$ cat src/rtl/gpio_bank_pkg.sv
package gpio_bank_pkg;
  localparam int unsigned ADDR_W = 8;

  localparam logic [ADDR_W-1:0] A_OUT  = 8'h00;
  localparam logic [ADDR_W-1:0] A_DIR  = 8'h04;
  localparam logic [ADDR_W-1:0] A_IEN  = 8'h30;
  localparam logic [ADDR_W-1:0] A_IMSK = 8'h34;
  localparam logic [ADDR_W-1:0] A_ISEL = 8'h38;
  localparam logic [ADDR_W-1:0] A_IPOL = 8'h3C;
  localparam logic [ADDR_W-1:0] A_MST  = 8'h40;
  localparam logic [ADDR_W-1:0] A_RAW  = 8'h44;
  localparam logic [ADDR_W-1:0] A_DBN  = 8'h48;
  localparam logic [ADDR_W-1:0] A_ACK  = 8'h4C;
  localparam logic [ADDR_W-1:0] A_PIN  = 8'h50;
  localparam logic [ADDR_W-1:0] A_LSY  = 8'h60;
endpackage

$ cat src/rtl/gpio_bank_regs.sv
module gpio_bank_regs
  import gpio_bank_pkg::*;
#(
  parameter int unsigned NPIN = 32
) (
  input  logic              clk_i,
  input  logic              rst_ni,
  input  logic              wr_en_i,
  input  logic [ADDR_W-1:0] addr_i,
  input  logic [NPIN-1:0]   wdata_i,
  output logic [NPIN-1:0]   out_o,
  output logic [NPIN-1:0]   dir_o,
  output logic [NPIN-1:0]   ien_o,
  output logic [NPIN-1:0]   imsk_o,
  output logic [NPIN-1:0]   isel_o,
  output logic [NPIN-1:0]   ipol_o,
  output logic [NPIN-1:0]   dbn_o,
  output logic [NPIN-1:0]   lsy_o,
  output logic [NPIN-1:0]   ack_o
);
  always_ff @(posedge clk_i or negedge rst_ni) begin
    if (!rst_ni) begin
      out_o  <= '0;
      dir_o  <= '0;
      ien_o  <= '0;
      imsk_o <= '0;
      isel_o <= '0;
      ipol_o <= '0;
      dbn_o  <= '0;
      lsy_o  <= '0;
    end else if (wr_en_i) begin
      case (addr_i)
        A_OUT:   out_o  <= wdata_i;
        A_DIR:   dir_o  <= wdata_i;
        A_IEN:   ien_o  <= wdata_i;
        A_IMSK:  imsk_o <= wdata_i;
        A_ISEL:  isel_o <= wdata_i;
        A_IPOL:  ipol_o <= wdata_i;
        A_DBN:   dbn_o  <= wdata_i;
        A_LSY:   lsy_o  <= wdata_i;
        default: ;
      endcase
    end
  end

  // acknowledge is a one-cycle pulse, never stored
  assign ack_o = (wr_en_i && addr_i == A_ACK) ? wdata_i : '0;

  p_oe_write_r2: assert property (@(posedge clk_i) disable iff (!rst_ni)
    (wr_en_i && addr_i == A_DIR) |=> (dir_o == $past(wdata_i)));
endmodule

$ cat src/rtl/gpio_bank_sync.sv
module gpio_bank_sync #(
  parameter int unsigned NPIN   = 32,
  parameter int unsigned STAGES = 2
) (
  input  logic            clk_i,
  input  logic            rst_ni,
  input  logic [NPIN-1:0] pad_i,
  output logic [NPIN-1:0] sync_o,
  output logic [NPIN-1:0] prev_o
);
  logic [NPIN-1:0] stg_q [STAGES];

  for (genvar s = 0; s < STAGES; s++) begin : g_stage
    always_ff @(posedge clk_i or negedge rst_ni) begin
      if (!rst_ni)     stg_q[s] <= '0;
      else if (s == 0) stg_q[s] <= pad_i;
      else             stg_q[s] <= stg_q[(s == 0) ? 0 : s-1];
    end
  end

  always_ff @(posedge clk_i or negedge rst_ni) begin
    if (!rst_ni) prev_o <= '0;
    else         prev_o <= stg_q[STAGES-1];
  end

  assign sync_o = stg_q[STAGES-1];
endmodule

$ cat src/rtl/gpio_bank_irq.sv
module gpio_bank_irq #(
  parameter int unsigned NPIN = 32
) (
  input  logic            clk_i,
  input  logic            rst_ni,
  input  logic [NPIN-1:0] sync_i,
  input  logic [NPIN-1:0] prev_i,
  input  logic [NPIN-1:0] ien_i,
  input  logic [NPIN-1:0] imsk_i,
  input  logic [NPIN-1:0] isel_i,
  input  logic [NPIN-1:0] ipol_i,
  input  logic [NPIN-1:0] ack_i,
  output logic [NPIN-1:0] raw_o,
  output logic [NPIN-1:0] masked_o,
  output logic            irq_o
);
  logic [NPIN-1:0] lvl_hit, edge_hit, latch_d, latch_q;

  for (genvar g = 0; g < NPIN; g++) begin : g_pin
    assign lvl_hit[g]  = (sync_i[g] == ipol_i[g]);
    assign edge_hit[g] = (sync_i[g] != prev_i[g]) && (sync_i[g] == ipol_i[g]);
    // a fresh edge wins over a coincident acknowledge
    assign latch_d[g]  = ((latch_q[g] & ~ack_i[g]) | edge_hit[g]) & ien_i[g] & isel_i[g];
    assign raw_o[g]    = ien_i[g] & (isel_i[g] ? latch_q[g] : lvl_hit[g]);
  end

  always_ff @(posedge clk_i or negedge rst_ni) begin
    if (!rst_ni) latch_q <= '0;
    else         latch_q <= latch_d;
  end

  assign masked_o = raw_o & ~imsk_i;
  assign irq_o    = |masked_o;

  p_raw_enabled_r7: assert property (@(posedge clk_i) disable iff (!rst_ni)
    (raw_o & ~ien_i) == '0);
  p_latch_hold_r5: assert property (@(posedge clk_i) disable iff (!rst_ni)
    1'b1 |=> (($past(latch_q) & $past(ien_i & isel_i & ~ack_i) & ~latch_q) == '0));
  p_ack_clear_r6: assert property (@(posedge clk_i) disable iff (!rst_ni)
    1'b1 |=> (($past(ack_i & ~edge_hit) & latch_q) == '0));
  p_mask_r8: assert property (@(posedge clk_i) disable iff (!rst_ni)
    (masked_o & imsk_i) == '0);
endmodule

$ cat src/rtl/gpio_irq_bank.sv
module gpio_irq_bank
  import gpio_bank_pkg::*;
#(
  parameter int unsigned NPIN = 32
) (
  input  logic              clk_i,
  input  logic              rst_ni,
  input  logic              wr_en_i,
  input  logic [ADDR_W-1:0] addr_i,
  input  logic [NPIN-1:0]   wdata_i,
  output logic [NPIN-1:0]   rdata_o,
  input  logic [NPIN-1:0]   pad_in_i,
  output logic [NPIN-1:0]   pad_out_o,
  output logic [NPIN-1:0]   pad_oe_o,
  output logic              irq_o
);
  logic [NPIN-1:0] ien, imsk, isel, ipol, dbn, lsy, ack;
  logic [NPIN-1:0] sync, prev, raw, masked;

  gpio_bank_regs #(.NPIN(NPIN)) u_regs (
    .clk_i, .rst_ni, .wr_en_i, .addr_i, .wdata_i,
    .out_o(pad_out_o), .dir_o(pad_oe_o), .ien_o(ien), .imsk_o(imsk),
    .isel_o(isel), .ipol_o(ipol), .dbn_o(dbn), .lsy_o(lsy), .ack_o(ack)
  );

  gpio_bank_sync #(.NPIN(NPIN), .STAGES(2)) u_sync (
    .clk_i, .rst_ni, .pad_i(pad_in_i), .sync_o(sync), .prev_o(prev)
  );

  gpio_bank_irq #(.NPIN(NPIN)) u_irq (
    .clk_i, .rst_ni, .sync_i(sync), .prev_i(prev), .ien_i(ien),
    .imsk_i(imsk), .isel_i(isel), .ipol_i(ipol), .ack_i(ack),
    .raw_o(raw), .masked_o(masked), .irq_o(irq_o)
  );

  always_comb begin
    case (addr_i)
      A_OUT:   rdata_o = pad_out_o;
      A_DIR:   rdata_o = pad_oe_o;
      A_IEN:   rdata_o = ien;
      A_IMSK:  rdata_o = imsk;
      A_ISEL:  rdata_o = isel;
      A_IPOL:  rdata_o = ipol;
      A_MST:   rdata_o = masked;
      A_RAW:   rdata_o = raw;
      A_DBN:   rdata_o = dbn;
      A_PIN:   rdata_o = sync;
      A_LSY:   rdata_o = lsy;
      default: rdata_o = '0;
    endcase
  end

  p_irq_source_r9: assert property (@(posedge clk_i) disable iff (!rst_ni)
    irq_o |-> (raw != '0));
endmodule

$ cat config.mk
export PLATFORM = sky130hd
export DESIGN_NAME = gpio_irq_bank
export DESIGN_NICKNAME = d
export VERILOG_FILES = /design/src/rtl/gpio_bank_pkg.sv /design/src/rtl/gpio_bank_regs.sv /design/src/rtl/gpio_bank_sync.sv /design/src/rtl/gpio_bank_irq.sv /design/src/rtl/gpio_irq_bank.sv
export SDC_FILE = /design/constraint.sdc
export NUM_CORES = 1
export LEC_CHECK = 0
export ABC_AREA = 1
export BUFFER_PORTS_ARGS = -buffer_cell sky130_fd_sc_hd__buf_2
export CAP_MARGIN = 40
export CORE_ASPECT_RATIO = 0.8
export CORE_MARGIN = 2
export CORE_UTILIZATION = 50
export DETAILED_ROUTE_END_ITERATION = 6
export GPL_TIMING_DRIVEN = 0
export PLACE_DENSITY = 0.67
export SYNTH_ARGS = -nofsm -noshare
export SYNTH_HDL_FRONTEND = slang
export SYNTH_SLANG_ARGS = --single-unit
$ cat constraint.sdc
create_clock -name clk_i -period 1.5 [get_ports clk_i]
set_input_delay 0.075 -clock clk_i [delete_from_list [all_inputs] [get_ports clk_i]]
set_output_delay 0.075 -clock clk_i [all_outputs]
set_load 0.02 [all_outputs]
# Yosys cells after proc, flatten, opt, wreduce, memory -nomap -nowiden
# Index checks and enable logic that the tools add are counted.
# W data, S select, Z words.
totals:
  register_bits: 384
  out_inout_bits: 97
  in_bits: 75
op_classes:
  n_mux: 34
  reduce_logical: 43
  bitwise: 194
  n_eq_ne: 75
ops:
  columns: ["operator", "count"]
  rows:
  - ["$pmux W32 S11", 1]
  - ["$and A1 B1 Y1", 128]
  - ["$eq A8 B7 Y1 const B", 6]
  - ["$logic_and A1 B1 Y1", 33]
  - ["$and A32 B32 Y32", 1]
  - ["$eq A1 B1 Y1", 32]
  - ["$eq A8 B6 Y1 const B", 4]
  - ["$mux W1", 32]
  - ["$mux W32", 1]
  - ["$ne A1 B1 Y1", 32]
  - ["$not A1 Y1", 32]
  - ["$not A32 Y32", 1]
  - ["$or A1 B1 Y1", 32]
  - ["$reduce_or A32 Y1", 1]
  - ["$reduce_and A2 Y1", 8]
  - ["$eq A8 B3 Y1 const B", 1]
  - ["$logic_not A8 Y1", 1]

# Depth between registers and ports, before layout
# Gate-level depths: netlist (run 1).
depth:
  ltp_word: 8
  depth_mapped: 11
  ltp_nobuf: 11

# Modules after synthesis
# From an unflattened synthesis (run 1), not the netlist that was laid out.
unflattened:
  hier_cells: 2723
  hier_area_um2: 19987.9
modules_own_cells:
  columns: ["module", "cells_per_inst", "area_each_um2", "n_inst", "seq_area_each_um2"]
  rows:
  - ["gpio_bank_regs", 1237, 10522.6, 1, 6406.1]
  - ["gpio_irq_bank", 771, 3527.1, 1, 0.0]
  - ["gpio_bank_irq", 587, 3295.7, 1, 800.8]
  - ["gpio_bank_sync", 128, 2642.5, 1, 2402.3]

# Least setup slack after synthesis (run 1)
# No wires, ideal clock.
synth_timing:
  path_kind: "in2reg"
  startpoint: "input port addr_i[7]"
  endpoint: "register u_irq.latch_q[22]"
  setup_ns: 0.125
  stages: 9
  path_buffers: 2
  t_required_ns: 1.375
  path_slack_ns: 0.251
  t_arrival_ns: 1.124
  path_cell_list: "inv_2 nand2_4 nor3_4 nand2_2 or2_1 buf_6 buf_6 o21ai_2 o31ai_1"
synth_via:
  elab_chain_len: 8
synth_lines:
  columns: ["item", "line_no", "rtl"]
  rows:
  - ["start: declaration", "gpio_irq_bank.sv:9", "input logic [ADDR_W-1:0] addr_i,"]
  - ["$eq A8 B7 Y1", "gpio_bank_regs.sv:47", "assign ack_o = (wr_en_i && addr_i == A_ACK) ? wdata_i : '0;"]
  - ["$logic_and A1 B1 Y1", "gpio_bank_regs.sv:47", null]
  - ["$mux W32", "gpio_bank_regs.sv:47", null]
  - ["$not A1 Y1", "gpio_bank_irq.sv:23", "assign latch_d[g] = ((latch_q[g] & ~ack_i[g]) | edge_hit[g]) & ien_i[g] & isel_i[g];"]
  - ["$and A1 B1 Y1", "gpio_bank_irq.sv:23", null]
  - ["$or A1 B1 Y1", "gpio_bank_irq.sv:23", null]
  - ["$and A1 B1 Y1 (2 in a row)", "gpio_bank_irq.sv:23", null]
  - ["net u_irq.latch_d[22]", "gpio_bank_irq.sv:17", "logic [NPIN-1:0] lvl_hit, edge_hit, latch_d, latch_q;"]
  - ["end signal: assignment", "gpio_bank_irq.sv:29", "else latch_q <= latch_d;"]
  - ["end: declaration", "gpio_bank_irq.sv:17", null]
# The timed path passes the listed nets, and every way through them passes these cells.
# A chain may end at the register's enable or synchronous reset.

# Worst setup path in the final report (run 1)
layout_timing:
  startpoint: "register u_sync.stg_q (netlist bit u_sync.sync_o[9])"
  endpoint: "output port irq_o"
layout_via:
  elab_chain_len: 5
layout_lines:
  columns: ["item", "line_no", "rtl"]
  rows:
  - ["start: declaration", "gpio_bank_sync.sv:11", "logic [NPIN-1:0] stg_q [STAGES];"]
  - ["start signal: indexed assignment", "gpio_bank_sync.sv:16", "else if (s == 0) stg_q[s] <= pad_i;"]
  - ["start signal: indexed assignment", "gpio_bank_sync.sv:17", "else stg_q[s] <= stg_q[(s == 0) ? 0 : s-1];"]
  - ["$eq A1 B1 Y1", "gpio_bank_irq.sv:20", "assign lvl_hit[g] = (sync_i[g] == ipol_i[g]);"]
  - ["$mux W1", "gpio_bank_irq.sv:24", "assign raw_o[g] = ien_i[g] & (isel_i[g] ? latch_q[g] : lvl_hit[g]);"]
  - ["$and A1 B1 Y1", "gpio_bank_irq.sv:24", null]
  - ["$and A32 B32 Y32", "gpio_bank_irq.sv:32", "assign masked_o = raw_o & ~imsk_i;"]
  - ["$reduce_or A32 Y1", "gpio_bank_irq.sv:33", "assign irq_o = |masked_o;"]
  - ["end: declaration", "gpio_irq_bank.sv:15", "output logic irq_o"]
# Every way passes these cells.

==> results of run 1 <==
-- cell families after synthesis --
group / share of synthesized area, %
buf+inv: 6.90
compound gates: 11.6
flops: 55.2
xor+xnor: 0.101
simple gates: 26.2
-- how the worst max path moves through the flow --
stage                   endpoint  slack [ps]  cells after the start
2_1_floorplan  u_irq.latch_q[22]         250                      9
3_3_place_gp    u_sync.stg_q[60]       -7230                      1
3_5_place_dp     u_regs.dbn_o[5]        -470                      8
4_1_cts                    irq_o        -630                     11
5_1_grt                    irq_o        -730                     11
6_report                   irq_o        -660                     11
-- registers in the layout, indices dropped and copies added (netlist names) --
name and flops:
u_regs.out_o 32, u_regs.dir_o 32, u_regs.ipol_o 32, u_regs.isel_o 32
u_sync.prev_o 32, u_sync.sync_o 32, u_regs.lsy_o 32, u_irq.latch_q 32
u_regs.ien_o 32, u_sync.stg_q 32, u_regs.dbn_o 32, u_regs.imsk_o 32
-- timing repair --
item / CTS / global route
hold endpoints to repair: 381 / 73
buffers inserted: 94 / 42
pin swaps: 62 / 86
gates resized for setup: 165 / 143
endpoints found under the setup margin: 33 / 49
-- critical path: stages (launching register included) --
cell and delay [ps]:
dfrtp_1 410, inv_1 100, nand2_2 80, nand3_2 80, nand2_2 60, nand2_2 80, nand2_2 70, nor2_4 150
nand2_2 110, nor2_1 110, nand2_1 120, buf_6 160
-- cell type report --
| type | count | area share (%) |
|---|---|---|
| plain buffers | 84 | 2.07 |
| repair buffers | 363 | 12.3 |
| multi-input cells | 1484 | 31.6 |
| clock inverters | 12 | 0.534 |
| diodes | 1 | 0.0110 |
| inverters | 198 | 3.27 |
| well taps | 472 | 2.60 |
| flip-flops and latches | 384 | 42.4 |
| clock buffers | 58 | 5.24 |
-- through the flow --
step | power [mW] | cells
2_1_floorplan | 12.1 | 2150
3_3_place_gp | 12.8 | 2792
3_5_place_dp | 12.9 | 2795
4_1_cts | 23.2 | 3023
5_1_grt | 24.0 | 3056
6_report | 23.2 | 3056
-- per-layer routing --
metal | global-route usage [%] | wire length, µm
met1 | 47.6 | 25800
met2 | 52.0 | 27100
met3 | 5.89 | 5790
met4 | 12.6 | 2320
met5 | 0 | 0
-- where the power goes --
part	internal, mW	switching, mW
clock	5.85	4.21
sequential	10.9	0.415
combinational	0.779	1.14
total	17.5	5.77
-- cells in the final DEF, fill, tap and decap left out, types with 3 or more instances in the layout --
master / synthesis / layout
buf_16: 0 / 3
dlygate4sd3_1: 0 / 64
nand2_1: 792 / 699
clkinv_2: 0 / 7
o211ai_1: 27 / 27
buf_6: 7 / 53
clkbuf_16: 0 / 41
o21ai_2: 2 / 5
nand3_2: 3 / 22
nand4_1: 7 / 7
o21ai_1: 61 / 62
buf_4: 6 / 120
nor3b_2: 0 / 21
o21ai_0: 259 / 255
a21oi_1: 13 / 11
nand3_1: 134 / 115
inv_2: 4 / 28
dfrtp_1: 384 / 369
dfrtp_2: 0 / 15
o22ai_1: 17 / 17
clkbuf_8: 0 / 10
nor2_2: 0 / 18
nor2_1: 114 / 93
nand2_4: 3 / 8
clkbuf_1: 16 / 21
buf_2: 55 / 188
nor2_4: 7 / 10
nand2_2: 7 / 95
inv_1: 194 / 170
==> impl_metrics.prom, run 1 <==
# TYPE chip_impl_metric gauge
chip_impl_info{name="outcome",value="finished with violations"} 1
chip_impl_info{name="violations",value="negative hold slack, negative setup slack"} 1
chip_impl_metric{name="gp_congestion",unit=""} 0.928
chip_impl_info{name="hold_class",value="in2async"} 1
chip_impl_metric{name="core_footprint",unit="µm²"} 34500
chip_impl_metric{name="antenna_violating_nets_post_route",unit=""} 0
chip_impl_metric{name="layout-area-overhead-vs-synth",unit="%"} 30.5
chip_impl_metric{name="h-tree-depth",unit=""} 2
chip_impl_metric{name="die_w",unit="µm"} 213
chip_impl_metric{name="number_of_placement_rows",unit=""} 61
chip_impl_metric{name="worst_slew_margin_rel",unit="%"} 46.0
chip_impl_metric{name="pin_count_of_the_biggest_net_entering_global_routing",unit=""} 122
chip_impl_metric{name="tritoncts.num_buffers",unit=""} 40
chip_impl_metric{name="io_pins",unit=""} 172
chip_impl_info{name="clk_root_buffer_cell",value="clkbuf_16"} 1
chip_impl_metric{name="die-area",unit="µm²"} 36300
chip_impl_metric{name="wl_per_cell",unit="µm"} 19.9
chip_impl_metric{name="postSynthNetCount",unit=""} 2225
chip_impl_metric{name="post-route-drc-count",unit=""} 0
chip_impl_metric{name="ys_warn_count",unit=""} 0
chip_impl_info{name="grt_setup_unrepaired",value="true"} 1
chip_impl_metric{name="clock_tree.buffer_depth",unit=""} 3
chip_impl_info{name="worst_setup_path_end_kind",value="output port"} 1
chip_impl_metric{name="first_global_vias",unit=""} 16300
chip_impl_metric{name="netlist_instances",unit=""} 2150
chip_impl_metric{name="worstPathArrival",unit="ps"} 2090
chip_impl_metric{name="synth_area",unit="µm²"} 17400
chip_impl_metric{name="chipHeight",unit="µm"} 171
chip_impl_info{name="r2r_start",value="u_regs.isel_o[22]"} 1
chip_impl_metric{name="ys_seq_elements",unit=""} 384
chip_impl_info{name="netlist.top_cell.by_area",value="dfrtp_1"} 1
chip_impl_metric{name="cp.required",unit="ps"} 1420
chip_impl_metric{name="fin_util",unit="%"} 65.9
chip_impl_info{name="worst_setup_path_start_kind",value="flip-flop"} 1
chip_impl_info{name="synth_top_cells_by_area",value="dfrtp_1 (55%), nand2_1 (17%), o21ai_0 (7.4%)"} 1
chip_impl_metric{name="drt_first_iter_violations",unit=""} 1888
chip_impl_metric{name="drv_slew",unit=""} 0
chip_impl_metric{name="timing.final.ws_setup",unit="ps"} -662
chip_impl_metric{name="grt-ovfl-total",unit=""} 0
chip_impl_metric{name="worst_path_fanout_max",unit=""} 4
chip_impl_metric{name="synth_top_area_share",unit="%"} 55.2
chip_impl_metric{name="postRouteWirelength",unit="µm"} 61000
chip_impl_metric{name="timing.clock.skew",unit="ps"} 17.0
chip_impl_metric{name="gr-usage-all-layers",unit="%"} 33.6
chip_impl_metric{name="placement.setup.worst_slack",unit="ps"} -465
chip_impl_metric{name="fin_nets",unit=""} 2630
chip_impl_metric{name="via_per_inst",unit=""} 5.56
chip_impl_metric{name="fin_crit_sh",unit="%"} 144
chip_impl_metric{name="clock-sinks",unit=""} 384
chip_impl_metric{name="placed_cell_area",unit="µm²"} 18900
chip_impl_metric{name="ff2ff_path_depth",unit=""} 9
chip_impl_metric{name="timing.final.crit_period",unit="ps"} 2160
chip_impl_metric{name="post_route_cells_drive_above_1_share",unit="%"} 25.7
chip_impl_metric{name="leakagePower",unit="nW"} 11.2
chip_impl_info{name="worstReg2RegEnd",value="u_irq.latch_q[22]"} 1
chip_impl_metric{name="grt_first_pass_wirelength",unit="µm"} 91900
chip_impl_metric{name="detailedRoute.firstPassIterationCount",unit=""} 5
chip_impl_metric{name="final.hold.worst_slack",unit="ps"} -533
chip_impl_metric{name="cts.clk_slew.worst_paths",unit="ps"} 70
chip_impl_metric{name="finalInstanceArea",unit="µm²"} 22700
chip_impl_metric{name="setup_viol",unit=""} 33
chip_impl_info{name="tritoncts",value="yes"} 1
chip_impl_metric{name="synth_sequential_area_ratio",unit="%"} 55.2
chip_impl_metric{name="cts_hold_repair.buffers",unit=""} 64
chip_impl_info{name="synth.most_common_cell",value="nand2_1"} 1
chip_impl_metric{name="final-hold-violation-count",unit=""} 124
chip_impl_metric{name="buffer_ports.inserted",unit=""} 170
chip_impl_metric{name="sequential_cell_area",unit="µm²"} 9630
chip_impl_info{name="timing.setup.critical_path_class",value="reg2out"} 1
chip_impl_metric{name="antenna_violations_before_repair",unit=""} 2
chip_impl_metric{name="timing.setup.tns",unit="ps"} -13930
chip_impl_metric{name="worst_skew_pair.late_latency",unit="ps"} 560
chip_impl_metric{name="filler_cell_count",unit=""} 2924
chip_impl_info{name="cp-startpoint",value="u_sync.sync_o[9]"} 1
chip_impl_metric{name="synth.avg_cell_area",unit="µm²"} 8.10
chip_impl_metric{name="synth_edf_count",unit=""} 0
chip_impl_metric{name="power_density",unit="nW/µm²"} 1020
chip_impl_metric{name="drv.max_cap_violation_count",unit=""} 0
chip_impl_metric{name="tightest_slew",unit="ps"} 810
chip_impl_metric{name="route.vias.total",unit=""} 17000
chip_impl_metric{name="setup.reg_to_reg.worst_slack",unit="ps"} 60
chip_impl_metric{name="max_clock_freq",unit="MHz"} 462
chip_impl_metric{name="floorplan.initialDensity",unit="%"} 50.5
chip_impl_info{name="dominantRegCellSynth",value="dfrtp_1"} 1
chip_impl_metric{name="dp_hpwl",unit="µm"} 38700
chip_impl_metric{name="synthDistinctLibCells",unit=""} 32
chip_impl_metric{name="area_of_the_multi_input_gates",unit="µm²"} 7190
chip_impl_metric{name="irDropWorstVdd",unit="V"} 0.000666
chip_impl_info{name="synth_commonest_cells",value="nand2_1 (792), dfrtp_1 (384), o21ai_0 (259)"} 1
chip_impl_metric{name="synth-async-reset-ratio",unit="%"} 100
Power figures use the tool's default switching activity.
==> inputs of run 2 (changes only) <==
==> constraint.sdc (replaced) <==
create_clock -name clk_i -period 1.5 [get_ports clk_i]
set_input_delay 0.225 -clock clk_i [delete_from_list [all_inputs] [get_ports clk_i]]
set_output_delay 0.225 -clock clk_i [all_outputs]
set_load 0.02 [all_outputs]
==> run 2 against run 1 <==
  * The run ends with negative setup slack left
  * Count of clock-buffer cells in the layout is 1 lower
  * Clock skew is 8.3 ps lower
  * Total power hardly changed
  * Sequential power hardly changed
  * Core utilization is 0.92 points higher
  * Critical path depth is 1 lower
  * Critical path type unchanged
  * Flip-flop and latch count stayed put
  * Via count is 1.1% higher
  * Sequential share of layout area is 0.55 points lower
==> impl_metrics.prom, run 2 (same netlist as run 1, synthesis figures left out) <==
# TYPE chip_impl_metric gauge
chip_impl_info{name="outcome",value="finished with violations"} 1
chip_impl_info{name="violations",value="negative setup slack"} 1
chip_impl_metric{name="cts.clk_slew.worst_paths",unit="ps"} 60
chip_impl_metric{name="number_of_placement_rows",unit=""} 61
chip_impl_metric{name="dp_hpwl",unit="µm"} 38500
chip_impl_metric{name="die-area",unit="µm²"} 36300
chip_impl_metric{name="die_w",unit="µm"} 213
chip_impl_metric{name="h-tree-depth",unit=""} 2
chip_impl_metric{name="clock_tree.buffer_depth",unit=""} 3
chip_impl_metric{name="gr-usage-all-layers",unit="%"} 33.8
chip_impl_metric{name="fin_crit_sh",unit="%"} 151
chip_impl_metric{name="drv.max_cap_violation_count",unit=""} 0
chip_impl_metric{name="gp_congestion",unit=""} 0.927
chip_impl_metric{name="grt-ovfl-total",unit=""} 0
chip_impl_metric{name="post_route_cells_drive_above_1_share",unit="%"} 26.8
chip_impl_info{name="timing.setup.critical_path_class",value="reg2out"} 1
chip_impl_info{name="final_cell_mix",value="nand2_1 (701), dfrtp_1 (363), o21ai_0 (252), inv_1 (171), buf_2 (169)"} 1
chip_impl_metric{name="final-hold-violation-count",unit=""} 0
chip_impl_metric{name="max_clock_freq",unit="MHz"} 441
chip_impl_metric{name="post-route-drc-count",unit=""} 0
chip_impl_metric{name="detailedRoute.firstPassIterationCount",unit=""} 6
chip_impl_metric{name="buffer_ports.inserted",unit=""} 170
chip_impl_metric{name="floorplan.initialDensity",unit="%"} 50.5
chip_impl_info{name="worst_setup_path_end_kind",value="output port"} 1
chip_impl_metric{name="worst_skew_pair.late_latency",unit="ps"} 550
chip_impl_metric{name="postRouteWirelength",unit="µm"} 61900
chip_impl_metric{name="tritoncts.num_buffers",unit=""} 41
chip_impl_info{name="tritoncts",value="yes"} 1
chip_impl_metric{name="worst_path_fanout_max",unit=""} 3
chip_impl_info{name="worst_setup_path_start_kind",value="flip-flop"} 1
chip_impl_metric{name="clock-sinks",unit=""} 384
chip_impl_metric{name="drt_first_iter_violations",unit=""} 1821
chip_impl_metric{name="tightest_slew",unit="ps"} 649
chip_impl_metric{name="finalInstanceArea",unit="µm²"} 23000
chip_impl_metric{name="final.hold.worst_slack",unit="ps"} 71.2
chip_impl_metric{name="cp.required",unit="ps"} 1270
chip_impl_metric{name="antenna_violating_nets_post_route",unit=""} 0
chip_impl_metric{name="chipHeight",unit="µm"} 171
chip_impl_metric{name="irDropWorstVdd",unit="V"} 0.000688
chip_impl_metric{name="grt_first_pass_wirelength",unit="µm"} 92600
chip_impl_metric{name="finalPower",unit="mW"} 23.3
chip_impl_metric{name="final-instance-count-excl-fill",unit=""} 3067
chip_impl_metric{name="placed_cells_incl_taps",unit=""} 2795
chip_impl_metric{name="leakagePower",unit="nW"} 11.3
chip_impl_metric{name="fin_nets",unit=""} 2640
chip_impl_info{name="final_common_cell",value="nand2_1"} 1
chip_impl_metric{name="io_pins",unit=""} 172
chip_impl_info{name="hold_class",value="in2reg"} 1
chip_impl_metric{name="core_footprint",unit="µm²"} 34500
chip_impl_metric{name="worstPathArrival",unit="ps"} 2040
chip_impl_metric{name="drv_slew",unit=""} 0
chip_impl_metric{name="power_density",unit="nW/µm²"} 1010
chip_impl_info{name="clk_root_buffer_cell",value="clkbuf_16"} 1
chip_impl_metric{name="first_global_vias",unit=""} 16200
chip_impl_metric{name="setup_viol",unit=""} 35
chip_impl_metric{name="pin_count_of_the_biggest_net_entering_global_routing",unit=""} 119
chip_impl_metric{name="worst_slew_margin_rel",unit="%"} 56.7
chip_impl_metric{name="antenna_violations_before_repair",unit=""} 2
chip_impl_info{name="grt_setup_unrepaired",value="true"} 1
chip_impl_metric{name="layout-area-overhead-vs-synth",unit="%"} 32.3
chip_impl_metric{name="route.vias.total",unit=""} 17200
chip_impl_metric{name="placed_cell_area",unit="µm²"} 19000
chip_impl_metric{name="timing.final.crit_period",unit="ps"} 2270
chip_impl_metric{name="timing.final.ws_setup",unit="ps"} -770
chip_impl_metric{name="wl_per_cell",unit="µm"} 20.2
chip_impl_metric{name="via_per_inst",unit=""} 5.60
chip_impl_metric{name="timing.clock.skew",unit="ps"} 8.67
[run 2: changes by cell type in the layout (fill, tap and decap cells not counted), moves of 4 or more]
cell,change
nand2_2,-4
clkbuf_1,-12
nand3_2,-4
buf_6,+29
buf_4,+7
dlygate4sd3_1,-6
dfrtp_2,+6
dfrtp_1,-6
clkbuf_2,+7
buf_2,-19
[run 2: what timing repair did]
action	4_1_cts	5_1_grt
endpoints found under the hold margin	95	0
hold buffers	59	0
endpoints found under the setup margin	41	220
pin swaps	51	80
buffers inserted	116	51
resized for setup	225	174
gates cloned	0	1
[run 2: metal layers]
metal | GRT usage [%] | part of all wire, %
met3 | 7.84 | 11
met2 | 51.5 | 44
met5 | 0 | 0
met1 | 46.8 | 41
met4 | 14.1 | 4.1
[run 2: area by class of cell]
class / instances / area (µm²)
Inverter: 198 / 746
Fill cell: 2880 / 11500
Multi-Input combinational cell: 1484 / 7230
Sequential cell: 384 / 9640
Clock buffer: 57 / 1200
Clock inverter: 15 / 114
Tap cell: 472 / 591
Buffer: 84 / 578
Timing Repair Buffer: 372 / 2940
Antenna cell: 1 / 2.50
[run 2: power by group]
| part | internal, mW | leakage (nW) | switching, mW |
|---|---|---|---|
| logic | 0.827 | 5.73 | 1.17 |
| clock network | 5.74 | 0.657 | 4.25 |
| registers | 10.9 | 4.96 | 0.422 |
| total | 17.4 | 11.3 | 5.85 |
[run 2: worst max-delay path, cell delays in order (launching register included)]
cell      delay, ps
dfrtp_1         400
nand2_2         110
nor2_2           60
o21bai_4        180
nand2_1          90
nand2_1          60
nor2_2          160
nand2_1          90
nor2_2          120
nand2_2          80
buf_6           140
[run 2: path summary, 6_finish.rpt]
path                                   start                end  slack (ps)  cells past startpoint
min in group asynchronous             rst_ni   u_sync.stg_q[41]         260                      3
max                        u_regs.isel_o[23]              irq_o        -770                     10
max reg2reg                u_regs.ipol_o[30]  u_irq.latch_q[30]        -540                     16
max in group asynchronous             rst_ni  u_regs.isel_o[12]         260                      4
min                              wdata_i[25]   u_regs.ien_o[25]          70                      3
min reg2reg                 u_sync.stg_q[35]   u_sync.sync_o[3]         340                      0
[run 2: stage by stage]
| stage | TNS (ps) | util [%] | setup slack [ps] |
|---|---|---|---|
| after floorplan | 0 | - | 7.87 |
| after global placement | -2907880 | 54.7 | -7370 |
| after detailed placement | -122480 | 54.9 | -696 |
| after CTS | -20030 | 65.0 | -774 |
| after global routing | -22510 | 66.8 | -849 |
| final | -19380 | 66.8 | -770 |
